File: src/rtl/mdio_pkg.sv
// Package: field widths, frame layout and frame builder for the MDIO master.
// Assumes clause-22 framing with a fixed 64-bit frame.
package mdio_pkg;
    localparam int PRE_LEN    = 32;
    localparam int PHY_W      = 5;
    localparam int REG_W      = 5;
    localparam int DATA_W     = 16;
    localparam int FRAME_LEN  = PRE_LEN + 2 + 2 + PHY_W + REG_W + 2 + DATA_W;
    localparam int TA_POS     = PRE_LEN + 4 + PHY_W + REG_W;
    localparam int DATA_POS   = TA_POS + 2;
    localparam int IDX_W      = $clog2(FRAME_LEN);

    localparam logic [1:0] SOF_BITS = 2'b01;
    localparam logic [1:0] OP_WRITE = 2'b01;
    localparam logic [1:0] OP_READ  = 2'b10;
    localparam logic [1:0] TA_WRITE = 2'b10;

    // Assemble the full frame, first bit in the MSB position.
    function automatic logic [FRAME_LEN-1:0] build_frame(
        input logic              rd,
        input logic [PHY_W-1:0]  phy,
        input logic [REG_W-1:0]  rg,
        input logic [DATA_W-1:0] wd
    );
        build_frame = {{PRE_LEN{1'b1}}, SOF_BITS,
                       (rd ? OP_READ : OP_WRITE), phy, rg,
                       (rd ? 2'b00 : TA_WRITE),
                       (rd ? {DATA_W{1'b0}} : wd)};
    endfunction
endpackage

File: src/rtl/mdio_addr_bank.sv
// Module: mdio_addr_bank
// Holds one PHY address register per device window and returns the one
// chosen by the current command. Assumes writes come one at a time.
module mdio_addr_bank #(
    parameter int NUM_DEV = 2,
    parameter int PHY_W   = 5,
    localparam int SEL_W  = (NUM_DEV > 1) ? $clog2(NUM_DEV) : 1
) (
    input  logic             clk,
    input  logic             rst_n,
    input  logic             wr_en,
    input  logic [SEL_W-1:0] wr_sel,
    input  logic [PHY_W-1:0] wr_data,
    input  logic [SEL_W-1:0] rd_sel,
    output logic [PHY_W-1:0] rd_addr
);
    logic [PHY_W-1:0] slot_q [NUM_DEV];

    for (genvar g = 0; g < NUM_DEV; g++) begin : g_slot
        // Load this window's address register on a matching write strobe.
        always_ff @(posedge clk) begin
            if (!rst_n)
                slot_q[g] <= '0;
            else if (wr_en && (wr_sel == SEL_W'(g)))
                slot_q[g] <= wr_data;
        end
    end

    // Select the address for the window named by the command.
    always_comb begin
        rd_addr = '0;
        for (int i = 0; i < NUM_DEV; i++)
            if (rd_sel == SEL_W'(i)) rd_addr = slot_q[i];
    end
endmodule

File: src/rtl/mdio_clkgen.sv
// Module: mdio_clkgen
// Divides the system clock to make MDC while enabled and flags the clock
// cycles in which MDC rises or falls. Assumes DIV_HALF >= 3 so that the
// input synchronizer settles within one MDC half period.
module mdio_clkgen #(
    parameter int DIV_HALF = 4,
    localparam int CNT_W   = (DIV_HALF > 1) ? $clog2(DIV_HALF) : 1
) (
    input  logic clk,
    input  logic rst_n,
    input  logic en,
    output logic mdc,
    output logic rise_tk,
    output logic fall_tk
);
    logic [CNT_W-1:0] cnt_q;
    logic             wrap;

    assign wrap    = en && (cnt_q == CNT_W'(DIV_HALF - 1));
    assign rise_tk = wrap && !mdc;
    assign fall_tk = wrap && mdc;

    // Count half periods and toggle MDC; park low when disabled.
    always_ff @(posedge clk) begin
        if (!rst_n || !en) begin
            cnt_q <= '0;
            mdc   <= 1'b0;
        end else if (wrap) begin
            cnt_q <= '0;
            mdc   <= !mdc;
        end else begin
            cnt_q <= cnt_q + CNT_W'(1);
        end
    end
endmodule

File: src/rtl/mdio_frame_engine.sv
// Module: mdio_frame_engine
// Accepts a command when idle, shifts the frame out on MDC falling ticks,
// releases the line for read turnaround and captures read data on rising
// ticks. Assumes mdio_in_s is already synchronized.
module mdio_frame_engine
    import mdio_pkg::*;
(
    input  logic              clk,
    input  logic              rst_n,
    input  logic              cmd_valid,
    input  logic              cmd_read,
    input  logic [PHY_W-1:0]  cmd_phy,
    input  logic [REG_W-1:0]  cmd_reg,
    input  logic [DATA_W-1:0] cmd_wdata,
    input  logic              rise_tk,
    input  logic              fall_tk,
    input  logic              mdio_in_s,
    output logic              busy,
    output logic              done,
    output logic [DATA_W-1:0] rd_data,
    output logic              mdio_out,
    output logic              mdio_oe
);
    localparam logic [IDX_W-1:0] LAST_BIT = IDX_W'(FRAME_LEN - 1);

    logic [FRAME_LEN-1:0] tx_sr;
    logic [DATA_W-1:0]    rx_sr;
    logic [IDX_W-1:0]     bit_idx;
    logic [IDX_W-1:0]     next_idx;
    logic                 is_read;
    logic                 accept;

    assign accept   = cmd_valid && !busy;
    assign next_idx = bit_idx + IDX_W'(1);

    // Frame sequencing: load, shift, release and finish.
    always_ff @(posedge clk) begin
        if (!rst_n) begin
            busy     <= 1'b0;
            done     <= 1'b0;
            tx_sr    <= '0;
            bit_idx  <= '0;
            is_read  <= 1'b0;
            mdio_out <= 1'b0;
            mdio_oe  <= 1'b0;
        end else begin
            done <= 1'b0;
            if (accept) begin
                tx_sr    <= build_frame(cmd_read, cmd_phy, cmd_reg, cmd_wdata);
                is_read  <= cmd_read;
                bit_idx  <= '0;
                busy     <= 1'b1;
                mdio_oe  <= 1'b1;
                mdio_out <= 1'b1;
            end else if (busy && fall_tk) begin
                if (bit_idx == LAST_BIT) begin
                    busy     <= 1'b0;
                    done     <= 1'b1;
                    mdio_oe  <= 1'b0;
                    mdio_out <= 1'b0;
                end else begin
                    bit_idx  <= next_idx;
                    tx_sr    <= {tx_sr[FRAME_LEN-2:0], 1'b0};
                    mdio_oe  <= !is_read || (next_idx < IDX_W'(TA_POS));
                    mdio_out <= (!is_read || (next_idx < IDX_W'(TA_POS)))
                                ? tx_sr[FRAME_LEN-2] : 1'b0;
                end
            end
        end
    end

    // Capture reply bits during the data field of a read.
    always_ff @(posedge clk) begin
        if (!rst_n)
            rx_sr <= '0;
        else if (busy && is_read && rise_tk && (bit_idx >= IDX_W'(DATA_POS)))
            rx_sr <= {rx_sr[DATA_W-2:0], mdio_in_s};
    end

    // Publish read data at the end of a read frame.
    always_ff @(posedge clk) begin
        if (!rst_n)
            rd_data <= '0;
        else if (busy && fall_tk && (bit_idx == LAST_BIT) && is_read)
            rd_data <= rx_sr;
    end

    // done lasts a single cycle.
    a_r9_done_single: assert property (@(posedge clk) disable iff (!rst_n)
        done |=> !done);
    // busy is already low while done is high.
    a_r9_busy_low_at_done: assert property (@(posedge clk) disable iff (!rst_n)
        done |-> !busy);
    // the line is released whenever no frame runs.
    a_r2_released_when_idle: assert property (@(posedge clk) disable iff (!rst_n)
        !busy |-> !mdio_oe);
    // a request during a frame does not alter the latched command.
    a_r3_cmd_held_while_busy: assert property (@(posedge clk) disable iff (!rst_n)
        busy |=> (!busy || ($stable(is_read) && $stable(bit_idx) == !$past(fall_tk))));
endmodule

File: src/rtl/mdio_master.sv
// Module: mdio_master (top)
// MDIO management master: two PHY address windows, MDC generation, frame
// engine and input synchronizer. Assumes the pad buffer is external and
// driven by mdio_out / mdio_oe.
module mdio_master
    import mdio_pkg::*;
#(
    parameter int DIV_HALF = 4
) (
    input  logic              clk,
    input  logic              rst_n,
    input  logic              addr_wr_en,
    input  logic              addr_wr_sel,
    input  logic [PHY_W-1:0]  addr_wr_data,
    input  logic              cmd_valid,
    input  logic              cmd_dev,
    input  logic [REG_W-1:0]  cmd_reg,
    input  logic              cmd_read,
    input  logic [DATA_W-1:0] cmd_wdata,
    output logic              busy,
    output logic              done,
    output logic [DATA_W-1:0] rd_data,
    output logic              mdc,
    output logic              mdio_out,
    output logic              mdio_oe,
    input  logic              mdio_in
);
    localparam int SYNC_DEPTH = 2;

    logic [PHY_W-1:0]      sel_phy;
    logic                  rise_tk;
    logic                  fall_tk;
    logic [SYNC_DEPTH-1:0] in_sync;

    // Bring the pad input into the clock domain through two flops.
    always_ff @(posedge clk) begin
        if (!rst_n)
            in_sync <= '1;
        else
            in_sync <= {in_sync[SYNC_DEPTH-2:0], mdio_in};
    end

    mdio_addr_bank #(.NUM_DEV(2), .PHY_W(PHY_W)) u_bank (
        .clk     (clk),
        .rst_n   (rst_n),
        .wr_en   (addr_wr_en),
        .wr_sel  (addr_wr_sel),
        .wr_data (addr_wr_data),
        .rd_sel  (cmd_dev),
        .rd_addr (sel_phy)
    );

    mdio_clkgen #(.DIV_HALF(DIV_HALF)) u_clk (
        .clk     (clk),
        .rst_n   (rst_n),
        .en      (busy),
        .mdc     (mdc),
        .rise_tk (rise_tk),
        .fall_tk (fall_tk)
    );

    mdio_frame_engine u_eng (
        .clk       (clk),
        .rst_n     (rst_n),
        .cmd_valid (cmd_valid),
        .cmd_read  (cmd_read),
        .cmd_phy   (sel_phy),
        .cmd_reg   (cmd_reg),
        .cmd_wdata (cmd_wdata),
        .rise_tk   (rise_tk),
        .fall_tk   (fall_tk),
        .mdio_in_s (in_sync[SYNC_DEPTH-1]),
        .busy      (busy),
        .done      (done),
        .rd_data   (rd_data),
        .mdio_out  (mdio_out),
        .mdio_oe   (mdio_oe)
    );

    // MDC rests low outside a frame.
    a_r2_mdc_idle_low: assert property (@(posedge clk) disable iff (!rst_n)
        !busy |-> !mdc);
    // line outputs move only on an MDC fall or at frame start.
    a_r8_change_on_fall: assert property (@(posedge clk) disable iff (!rst_n)
        ($past(rst_n) && !$fell(mdc) && !$rose(busy))
            |-> ($stable(mdio_out) && $stable(mdio_oe)));
endmodule

File: config.mk
export PLATFORM = sky130hd
export DESIGN_NAME = mdio_master
export DESIGN_NICKNAME = d
export VERILOG_FILES = /design/src/rtl/mdio_pkg.sv /design/src/rtl/mdio_addr_bank.sv /design/src/rtl/mdio_clkgen.sv /design/src/rtl/mdio_frame_engine.sv /design/src/rtl/mdio_master.sv
export SDC_FILE = /design/constraint.sdc
export NUM_CORES = 1
export LEC_CHECK = 0
export BUFFER_PORTS_ARGS = -buffer_cell sky130_fd_sc_hd__buf_4
export CORE_AREA = 2 2 95 97
export DETAILED_ROUTE_END_ITERATION = 8
export DIE_AREA = 0 0 97 99
export PLACE_DENSITY_LB_ADDON = 0.2
export SYNTH_ARGS = -nofsm -noshare
export SYNTH_HDL_FRONTEND = slang
export SYNTH_SLANG_ARGS = --single-unit
File: constraint.sdc
create_clock -name clk -period 2.05 [get_ports clk]
set_input_delay 0.41 -clock clk [delete_from_list [all_inputs] [get_ports clk]]
set_output_delay 0.41 -clock clk [all_outputs]
set_load 0.02 [all_outputs]
==> After elaboration in Yosys (flattened, before gate mapping) <==
Memory sizes are Yosys's and may differ from the RTL's.
Index checks and enable logic that the tools add are counted.
{ "totals": {"reg_bits": 111, "latch_bits": 0, "mem_bits_rw": 10, "romBits": 0, "input_bits": 34, "wordCells": 80, "n_memories": 1} }
{ "classes": {"addsub": 2, "multipliers": 0, "div": 0, "n_lt_le_gt_ge": 2, "n_eq_ne": 3, "n_shift": 0, "muxes": 27, "bitwise_logic": 6, "reduce_logical": 26} }
{ "memory_table": {"columns": ["memory", "depth", "width", "read_ports", "rd_clocked_by_memory_dff", "write_ports", "line_no", "source"], "rows": [
  ["u_bank.slot_q", 2, 5, 2, 0, 2, "mdio_addr_bank.sv:17", "logic [PHY_W-1:0] slot_q [NUM_DEV];"]
]} }
{ "op_table": {"columns": ["operator", "n"], "rows": [
  ["63-bit two-way mux", 3],
  ["1-bit two-way mux", 18],
  ["16-bit two-way mux", 1],
  ["5-bit two-way mux", 3],
  ["1-bit logical AND", 12],
  ["6-bit by 1-bit adder with 6-bit output (second input constant)", 1],
  ["6-bit equality test (second input constant)", 1],
  ["6-bit greater-or-equal comparator (second input constant)", 1],
  ["6-bit < comparator (second input constant)", 1],
  ["2-bit AND reduction", 3],
  ["1-bit logical NOT", 4],
  ["2-bit two-way mux", 2],
  ["1-bit inverter", 4],
  ["2-bit nonzero test", 2],
  ["2-bit OR reduction", 2],
  ["3-bit OR reduction", 1],
  ["2-bit by 1-bit adder with 2-bit output (second input constant)", 1],
  ["2-bit equality test (second input constant)", 1],
  ["1-bit logical OR", 2],
  ["2-bit by 1-bit inequality test with 1-bit output (second input constant)", 1],
  ["1-bit bitwise OR", 2]
]} }

==> Depth between registers and ports, before layout <==
Gate-level depths: netlist of run 1.
{ "depth": {"depth_word": 7, "depth_mapped": 7} }

==> Cells and area by module <==
From an unflattened synthesis of run 1, not the netlist that was laid out.
{ "unflattened": {"hier_cells": 573, "hier_area_um2": 5074.9} }
{ "by_module_without_submodules": {"columns": ["module", "instances", "cells_each", "area_each_um2", "seq_area_each_um2"], "rows": [
  ["mdio_frame_engine", 1, 521, 4466.8, 2122.0],
  ["mdio_addr_bank", 1, 36, 439.2, 300.3],
  ["mdio_clkgen", 1, 12, 116.4, 60.1],
  ["mdio_master", 1, 4, 52.6, 40.0]
]} }

==> Worst setup path after synthesis of run 1 <==
Ideal clock, no wire load.
{ "synth_timing": {"path_kind": "register to register", "start": "reg u_eng.bit_idx[0]", "end": "reg u_eng.mdio_oe", "setup_ns": 0.130, "arrival_ns": 1.664, "t_required_ns": 1.920, "setup_slack_ns": 0.256, "path_stages_with_launch": 6, "cell_sequence": "dfxtp_1 ha_1 and3_4 or4_1 a221oi_2 o22ai_1"} }
{ "synth_via": {"elab_chain_cells": 6, "elab_cells_between_ends": 7, "classes_between": "1 x add/sub; 1 x order compare; 1 x eq/ne; 3 x mux; 1 x reduce/logical"} }
{ "synth_lines": {"columns": ["element", "line_no", "source"], "rows": [
  ["start: declaration", "mdio_frame_engine.sv:28", "logic [IDX_W-1:0] bit_idx;"],
  ["start signal: assignment", "mdio_frame_engine.sv:62", "bit_idx <= next_idx;"],
  ["6-bit by 1-bit adder with 6-bit output", "mdio_frame_engine.sv:34", "assign next_idx = bit_idx + IDX_W'(1);"],
  ["6-bit < comparator", "mdio_frame_engine.sv:64", "mdio_oe <= !is_read || (next_idx < IDX_W'(TA_POS));"],
  ["1-bit logical OR", "mdio_frame_engine.sv:64", null],
  ["1-bit two-way mux (*)", "mdio_frame_engine.sv:56", "if (bit_idx == LAST_BIT) begin"],
  ["1-bit two-way mux (*)", "mdio_frame_engine.sv:55", "end else if (busy && fall_tk) begin"],
  ["1-bit two-way mux (*)", "mdio_frame_engine.sv:48", "if (accept) begin"],
  ["end signal: assignment", "mdio_frame_engine.sv:64", null],
  ["end: declaration", "mdio_frame_engine.sv:22", "output logic mdio_oe"]
]} }
Every way passes the cells marked *; elsewhere a longest branch is shown, timed or not. The select of a mux whose other input is x is not followed.
A chain may end at the register's enable or synchronous reset.

==> Worst setup path after layout of run 1 <==
Same ends and word-level chain as after synthesis.

==> results, run 1 <==
- Synthesis instantiated 42 different standard cells from the library.
- The number of gates on the worst path with buffers counted is 5.
- The share of async-settable or async-resettable flops after synthesis is 0%.
- The number of max-slew violations in the final report came to 0.
- The fraction of power spent switching nets is 23.5%.
- The gate count after technology mapping is 544.
- The period utilization is 93.8%.
- The internal portion of the total power is 4.31 mW.
- Ranked by total cell area, the synthesized netlist is headed by sky130_fd_sc_hd__dfxtp_1, sky130_fd_sc_hd__nor3_1, sky130_fd_sc_hd__nand2_1.
- The fmax is 0.520 GHz.
- The CTS tree is built.
- The die area is 0.00960 mm^2.
- On the critical path the largest part of the delay comes from simple AND/OR/NAND/NOR gates.
- The per-cell routed wire length is 14.1 um.
- The portion of synthesized cell area occupied by the leading cell type is 46.7%.
- The clock edge transition at the registers on the reported setup and hold paths is 0.06 ns.
- The kind of start point of the critical path is a flip-flop.
- The number of buffers inserted during clock tree synthesis is 17.
- The number of flip-flops and latches in the synthesized netlist is 121.
- The min-delay analysis places its worst path in the category input port to flip-flop.
- The global-route wire length before repair is 16600 um.
- The HPWL after detailed placement is 6020 um.
- The average cell area after synthesis is 8.74 um^2.
- For the pin with the worst max-slew slack, the measured transition is 0.501 ns.
- Multiplexer cells account for 4.55% of the synthesized area.
- The final routed wirelength across all metal layers is 9990 um.
- The area growth from synthesis to layout is 22.3%.
- The flow ran to the end, and the final reports show no timing, DRC or antenna violations.
- The timing endpoint of the critical path is u_eng.mdio_oe$_SDFFE_PN0P_.
- The library cell contributing the largest single delay on the critical path is sky130_fd_sc_hd__or4_1.
- The violation count after the first detailed-routing iteration is 215.
- The kind of end point of the critical path is a flip-flop.
- Measured in cells, the most critical reg-to-reg path has a length of 5.
- For this run, design rule violations remaining after detail routing come to 0.
- The arrival time at the worst endpoint is 2.30 ns.
- The placeable core area is 0.00855 mm^2.
- The number of iterations in the first detailed-routing pass is 5.
- The count of flip-flops with a built-in enable after synthesis is 10.
- Sequential cells account for 45.7% of the total power.
- The pin count of the biggest net entering global routing is 67.
- After the last flow step, the layout net total stands at 624.
- CTS built an H-tree with a depth of 4.
- The die height is 99 um.
- Summed over all layers, the global routing overflow is 0.
- The required time at the worst-slack endpoint is 2.43 ns.
- The number of filler cells placed in the layout is 675.
- The normalized max-slew margin is 66.6%.
- In this run the core area contains 34 standard-cell rows.
- In this run the critical register-to-register path is launched from u_eng.bit_idx[0]$_SDFFE_PP0P_.
- sky130_fd_sc_hd__dfxtp_1 takes more of the synthesized area than any other cell.
- The net switching power of the design is 1.32 mW.
- In this run, post-CTS hold repair placed 0 buffers.
- IR analysis of the VDD net gives a maximum drop of 0.628 mV.
- Of the synthesized area, sequential elements account for 53.0%.
- The initial core utilization is 55.6%.
- In this run the remaining antenna-violating nets after routing total 0.
- The critical path goes through ha_1 -> and3_4 -> or4_1 -> a221oi_2 -> o22ai_1.
- On the worst path, the slowest cell contributes a delay of 0.52 ns.
- Once layout is complete, the utilization of the core stands at 68.0%.
- Combinational logic is responsible for 6.1% of the overall power.
- The total I/O pin count is 55.
- The final weighted congestion in routability-driven placement is 0.880.
- The combined global-route utilization of all metal layers is 21.1%.
- Dividing the detail-routed via count by the number of cells gives 5.53.
- Clock latency on the worst-skew pair, taken at its later pin, is 0.51 ns.
- The endpoint of the worst register-to-register path is u_eng.mdio_oe$_SDFFE_PN0P_.
- The post-route clock skew is 0.00582 ns.
- By area, the combinational part of the netlist is dominated by simple AND/OR/NAND/NOR gates.
- The initial antenna violation count is 0.
- The library cell with the highest instance count after synthesis is sky130_fd_sc_hd__dfxtp_1.
- In this run the deepest clock path goes through 2 buffers.
- The warning count from the yosys run is 0.
- The setup path with the least slack is of type flip-flop to flip-flop.
- The prevailing post-synth register cell is sky130_fd_sc_hd__dfxtp_1.
- Summed over all cells, the static leakage comes to 2.20 nW.
- The basic-gate share of the synthesized area counting and, or, nand and nor cells is 24.5%.
- In this run the register-to-register setup slack is 0.13 ns.
- Per report_power, the clock group accounts for 48.3% of the total.
- The total number of vias is 3918.
- After Yosys synthesis, XOR and XNOR cells account for 0.368% of the synthesized area.
- Setup violations remaining at the end of the flow were counted as 0.
- Tracing the worst setup path back leads to its startpoint at u_eng.bit_idx[0]$_SDFFE_PP0P_.
- When the netlist entered floorplanning its net count stood at 580.
- The total number of clock tree sinks is 121.
- Sorting the synthesized cells by how often they occur yields sky130_fd_sc_hd__dfxtp_1, sky130_fd_sc_hd__nand2_1, sky130_fd_sc_hd__nor3_1.
- Summed over all failing endpoints, the final setup total negative slack is 0 ns.
- The repair_antennas step left the layout with diodes totalling 0.
- The number of input and output port buffers inserted is 54.
- The count of maximum capacitance violations is 0.
- The die extent in x is 97 um.
- Setup repair after global routing left no endpoint under its margin.
- The combined area of all synthesized cells is 0.00476 mm^2.
- The sum of buffers and inverters on the critical path is 0.
- The largest fanout on the critical path is 6.
- The count of final hold-check violations was 0.
- The complex-gate fraction of the synthesized area is 12.4%.
- The via count of the first global-routing pass was 3599.
- Subtracting the final worst setup slack from the clock period gives 1.92 ns.
- The share of layout cells above drive strength 1 is 19.1%.
- After Yosys synthesis, full adders, half adders and majority gates account for 0.526% of the synthesized area.
- The cell sitting at the root of the clock tree is a sky130_fd_sc_hd__clkbuf_8.
- For this design the ratio of total power to cell area is 970 mW/mm^2.
sequential cells by signal (all words and copies together), names as in the netlist, 2 cells and up:
register       count
u_eng.rd_data     16
in_sync            2
u_eng.tx_sr       63
u_bank.slot_q     10
u_eng.rx_sr       16
u_eng.bit_idx      6
u_clk.cnt_q        2
layer usage:
layer / track usage (%) / routed length [um] / vias up
li1: - / - / 1981
met1: 26.8 / 4510 / 1827
met2: 35.0 / 4880 / 96
met3: 4.54 / 437 / 14
met4: 8.78 / 161 / 0
met5: 0 / 0 / -
cell families after synthesis:
logic type	count (synthesis)
and+or+nand+nor	257
DFF	121
AOI/OAI and AO/OA	94
buffers and inverters	47
muxes	21
xor gates and xnor gates	2
adders and majority gates	2
per-stage QoR:
step | cells | setup WS (ns) | area [um^2] | hold slack (ns) | power [mW]
2_1_floorplan | 544 | 0.256 | 4760 | 0.386 | 2.84
3_3_place_gp | 675 | 0.185 | 5230 | 0.400 | 2.94
3_5_place_dp | 675 | 0.144 | 5230 | 0.408 | 2.96
4_1_cts | 707 | 0.129 | 5780 | 0.0782 | 5.67
5_1_grt | 709 | 0.0411 | 5820 | 0.0846 | 5.85
6_report | 709 | 0.127 | 5820 | 0.0854 | 5.64
power by group through the flow:
stage	logic [mW]	clock network [mW]	registers (mW)
3_3_place_gp	0.329	0	2.62
6_report	0.341	2.72	2.57
4_1_cts	0.345	2.76	2.57
5_1_grt	0.386	2.88	2.59
2_1_floorplan	0.225	0	2.61
3_5_place_dp	0.341	0	2.62
final cells by class:
type / instances / area (um^2) / share of cell area, %
timing repair buffer: 67 / 546 / 9.38
clock buffer: 19 / 432 / 7.42
clock inverter: 13 / 119 / 2.04
tap: 108 / 135 / 2.32
sequential: 121 / 2520 / 43.4
inverter: 5 / 18.8 / 0.323
multi-input combinational: 376 / 2040 / 35.1
worst register-to-register path: cells and delay by family, from the launching register on:
| family | cells | cell delay [ns] |
|---|---|---|
| AO/OA/AOI/OAI | 2 | 0.41 |
| adder cells (fa/ha/maj) | 1 | 0.28 |
| flip-flops | 1 | 0.35 |
| AND/OR/NAND/NOR | 2 | 0.75 |
timing repair:
item	4_1_cts	5_1_grt
endpoints found under the setup margin	0	20
buffers inserted	0	1
gates resized for setup	0	1
cells in the final DEF, fill, tap and decap left out, drive strengths merged:
cell / n
xnor2: 2
inv: 9
o221ai: 5
or4: 1
nand2: 91
a21oi: 48
a21boi: 1
a221oi: 1
ha: 2
and4b: 1
mux2: 5
clkbuf: 20
or3: 2
nor2b: 1
o211ai: 1
dfxtp: 111
nor3: 75
a311oi: 17
and2: 10
buf: 66
edfxtp: 10
mux2i: 16
nand3: 11
a21o: 1
a31oi: 7
o22ai: 2
clkinvlp: 2
nor2: 58
o21ai: 11
bufinv: 1
and3: 2
nand2b: 3
clkinv: 6
nor3b: 2
worst min-delay path by stage:
| stage | startpoint | endpoint | slack (ns) | cells after the start |
|---|---|---|---|---|
| floorplan | in_sync[0]$_SDFF_PN1_ | in_sync[1]$_SDFF_PN1_ | 0.39 | 1 |
| global placement | in_sync[0]$_SDFF_PN1_ | in_sync[1]$_SDFF_PN1_ | 0.40 | 1 |
| detailed placement | in_sync[0]$_SDFF_PN1_ | in_sync[1]$_SDFF_PN1_ | 0.41 | 1 |
| CTS | mdio_in | in_sync[0]$_SDFF_PN1_ | 0.08 | 2 |
| global route | mdio_in | in_sync[0]$_SDFF_PN1_ | 0.08 | 2 |
| finish | mdio_in | in_sync[0]$_SDFF_PN1_ | 0.09 | 2 |
(Power assumes the default switching activity.)
==> run 2: changes to the inputs <==
GPL_TIMING_DRIVEN = 0   (was not set)
PLACE_DENSITY = 0.76   (was not set)
PLACE_DENSITY_LB_ADDON = not set   (was 0.2)
==> run 2 against run 1 <==
- non-clock buffer count grew 28
- sequential power is essentially flat
- global-route usage grew 1.5 points
- via count grew 4.6%
- flip-flop and latch count is the same
- largest cell class unchanged
==> results, run 2 (same netlist as run 1, synthesis figures left out) <==
- The total power divided by cell area is 982 mW/mm^2 (was 970 mW/mm^2).
- The die extent in x is 97 um (unchanged).
- The number of buffers inserted during clock tree synthesis is 17 (unchanged).
- The CTS tree is built (unchanged).
- The area growth from synthesis to layout is 24.4% (was 22.3%).
- The detailed placer's ending HPWL is 7170 um (was 6020 um).
- The number of placement rows is 34 (unchanged).
- The total number of vias is 4097 (was 3918).
- The maximum buffer depth of the clock tree is 2 (unchanged).
- The remaining design rule violation count is 0 (unchanged).
- The normalized max-slew margin came to 53.6% (was 66.6%).
- The number of nets in the final layout is 652 (was 624).
- The insertion delay to the later sink of the worst-skew pair is 0.51 ns (about the same).
- The worst-case setup slack after placement is -0.00446 ns (was 0.144 ns).
- The die area is 0.00960 mm^2 (unchanged).
- The final design area excluding fillers came to 0.00592 mm^2 (was 0.00582 mm^2).
- The via count of the first global-routing pass was 3920 (was 3599).
- The kind of start point of the critical path was a flip-flop (unchanged).
- The pin count of the biggest net entering global routing was 17 (was 67).
- The filler-free cell count of the finished design is 737 (was 709).
- The total number of H-tree levels is 4 (unchanged).
- The total number of clock tree sinks is 121 (unchanged).
- The final routed wirelength across all metal layers is 10600 um (was 9990 um).
- The worst hold-check path type is input port to flip-flop (unchanged).
- The worst supply voltage drop on vdd is 0.771 mV (was 0.628 mV).
- The final core utilization was 69.2% (was 68.0%).
- The final weighted congestion in routability-driven placement is 0.788 (was 0.880).
- The initial antenna violation count came to 0 (unchanged).
- The placeable core area was 0.00855 mm^2 (unchanged).
- The number of filler cells placed in the layout was 687 (was 675).
- The register containing the most flip-flops in the final layout was u_eng.tx_sr (unchanged).
- The required time at the worst-slack endpoint is 2.43 ns (about the same).
- The per-cell routed wire length was 14.3 um (was 14.1 um).
- The final-layout setup total negative slack was 0 ns (unchanged).
- The clock edge transition at the registers on the reported setup and hold paths is 0.06 ns (about the same).
- The largest fanout on the critical path is 10 (was 6).
- The number of iterations in the first detailed-routing pass was 5 (unchanged).
- The count of final hold-check violations is 0 (unchanged).
- The violation count after the first detailed-routing iteration came to 210 (was 215).
- The final critical path time including I/O delays and setup is 1.89 ns (was 1.92 ns).
- Unrepaired setup endpoints after global routing: no (unchanged).
- The critical path class is flip-flop to flip-flop (unchanged).
- The share of layout cells above drive strength 1 came to 19.2% (was 19.1%).
- The final number of setup-violating endpoints is 0 (unchanged).
- The total chip power is 5.82 mW (was 5.64 mW).
- The slew at the pin closest to its max-slew limit came to 0.688 ns (was 0.501 ns).
- Outcome: finished, final reports clean (unchanged).
- The period utilization came to 92.0% (was 93.8%).
- The most frequent standard cell in the layout excluding fill and tap cells was sky130_fd_sc_hd__dfxtp_1 (unchanged).
- The antenna cell count is 0 (unchanged).
- The hold buffer count at CTS is 0 (unchanged).
- The post-detailed-route via-to-cell ratio was 5.56 (was 5.53).
- The multi-input combinational cell area is 0.00205 mm^2 (was 0.00204 mm^2).
- The count of maximum capacitance violations was 0 (unchanged).
- The combined global-route utilization of all metal layers is 22.6% (was 21.1%).
- The post-detailed-route count of antenna-violating nets was 0 (unchanged).
- Commonest cells after routing, fill and taps aside: sky130_fd_sc_hd__dfxtp_1, sky130_fd_sc_hd__nand2_1, sky130_fd_sc_hd__nor3_1 (unchanged).
- The placed standard-cell area was 0.00529 mm^2 (was 0.00523 mm^2).
- The initial core utilization is 55.6% (unchanged).
- The library cell used as clock root buffer was sky130_fd_sc_hd__clkbuf_8 (unchanged).
- The cell leakage power came to 2.25 nW (was 2.20 nW).
- The fmax came to 0.530 GHz (was 0.520 GHz).
- The number of max-slew violations in the final report is 0 (unchanged).
- The final hold slack is 0.0791 ns (was 0.0854 ns).
- The kind of end point of the critical path is a flip-flop (unchanged).
- The global-route wire length before repair came to 17600 um (was 16600 um).
- The post-route clock skew is 0.00653 ns (was 0.00582 ns).
- The total I/O pin count is 55 (unchanged).
- The number of input and output port buffers inserted came to 53 (was 54).
- The die height came to 99 um (unchanged).
- The area taken by flip-flops and latches came to 0.00252 mm^2 (about the same).
- The global-route congestion overflow total is 0 (unchanged).
- The cell count after placement is 705 (was 675).
- The number of flip-flops under the largest register name is 63 (unchanged).
- Regs by FF count: u_eng.tx_sr (63), u_eng.rd_data (16), u_eng.rx_sr (16) (unchanged).
- The final worst setup slack was 0.163 ns (was 0.127 ns).
- The arrival time at the worst endpoint was 2.26 ns (was 2.30 ns).
[run 2: power by group]
part | total, mW | leakage [nW] | switching, mW | internal, mW
combinational | 0.351 | 0.953 | 0.195 | 0.156
sequential | 2.58 | 1.01 | 0.0666 | 2.51
clock | 2.89 | 0.286 | 1.04 | 1.85
[run 2: worst paths after layout]
check / from / to / slack (ns) / cells after the start
worst max-delay path: u_eng.bit_idx[1]$_SDFFE_PP0P_ / u_eng.rd_data[14]$_SDFFE_PN0P_ / 0.16 / 7
worst max register to register: u_eng.bit_idx[1]$_SDFFE_PP0P_ / u_eng.rd_data[14]$_SDFFE_PN0P_ / 0.16 / 7
worst min register to register: in_sync[0]$_SDFF_PN1_ / in_sync[1]$_SDFF_PN1_ / 0.42 / 1
worst min-delay path: mdio_in / in_sync[0]$_SDFF_PN1_ / 0.08 / 2
[run 2: what timing repair did]
item | CTS | global route
resized for setup | 2 | 7
pin swaps | 0 | 1
endpoints found under the setup margin | 18 | 53
setup buffers | 0 | 0
[run 2: routing by layer]
layer | global-route usage, % | vias to the layer above | part of all wire, %
met5 | 0 | - | 0
met4 | 8.78 | 0 | 1.7
met3 | 6.74 | 18 | 5.3
met2 | 39.5 | 115 | 50
met1 | 26.3 | 1931 | 43
li1 | - | 2033 | -
[run 2: final cells by class]
cell class                 count  area share, %
clock inverter                11           2.03
clock buffer                  21           7.93
multi-input combinational    376           34.6
tap                          108           2.28
timing repair buffer          53           6.72
buffer                        42           3.51
sequential                   121           42.6
inverter                       5          0.317
[run 2: critical path: stages, from the launching register on]
cell and delay [ns]:
sky130_fd_sc_hd__dfxtp_1 0.44, sky130_fd_sc_hd__ha_4 0.21, sky130_fd_sc_hd__nand3_1 0.19, sky130_fd_sc_hd__or3_1 0.40, sky130_fd_sc_hd__buf_2 0.17, sky130_fd_sc_hd__buf_2 0.19
sky130_fd_sc_hd__nand2_1 0.09, sky130_fd_sc_hd__a21oi_1 0.07
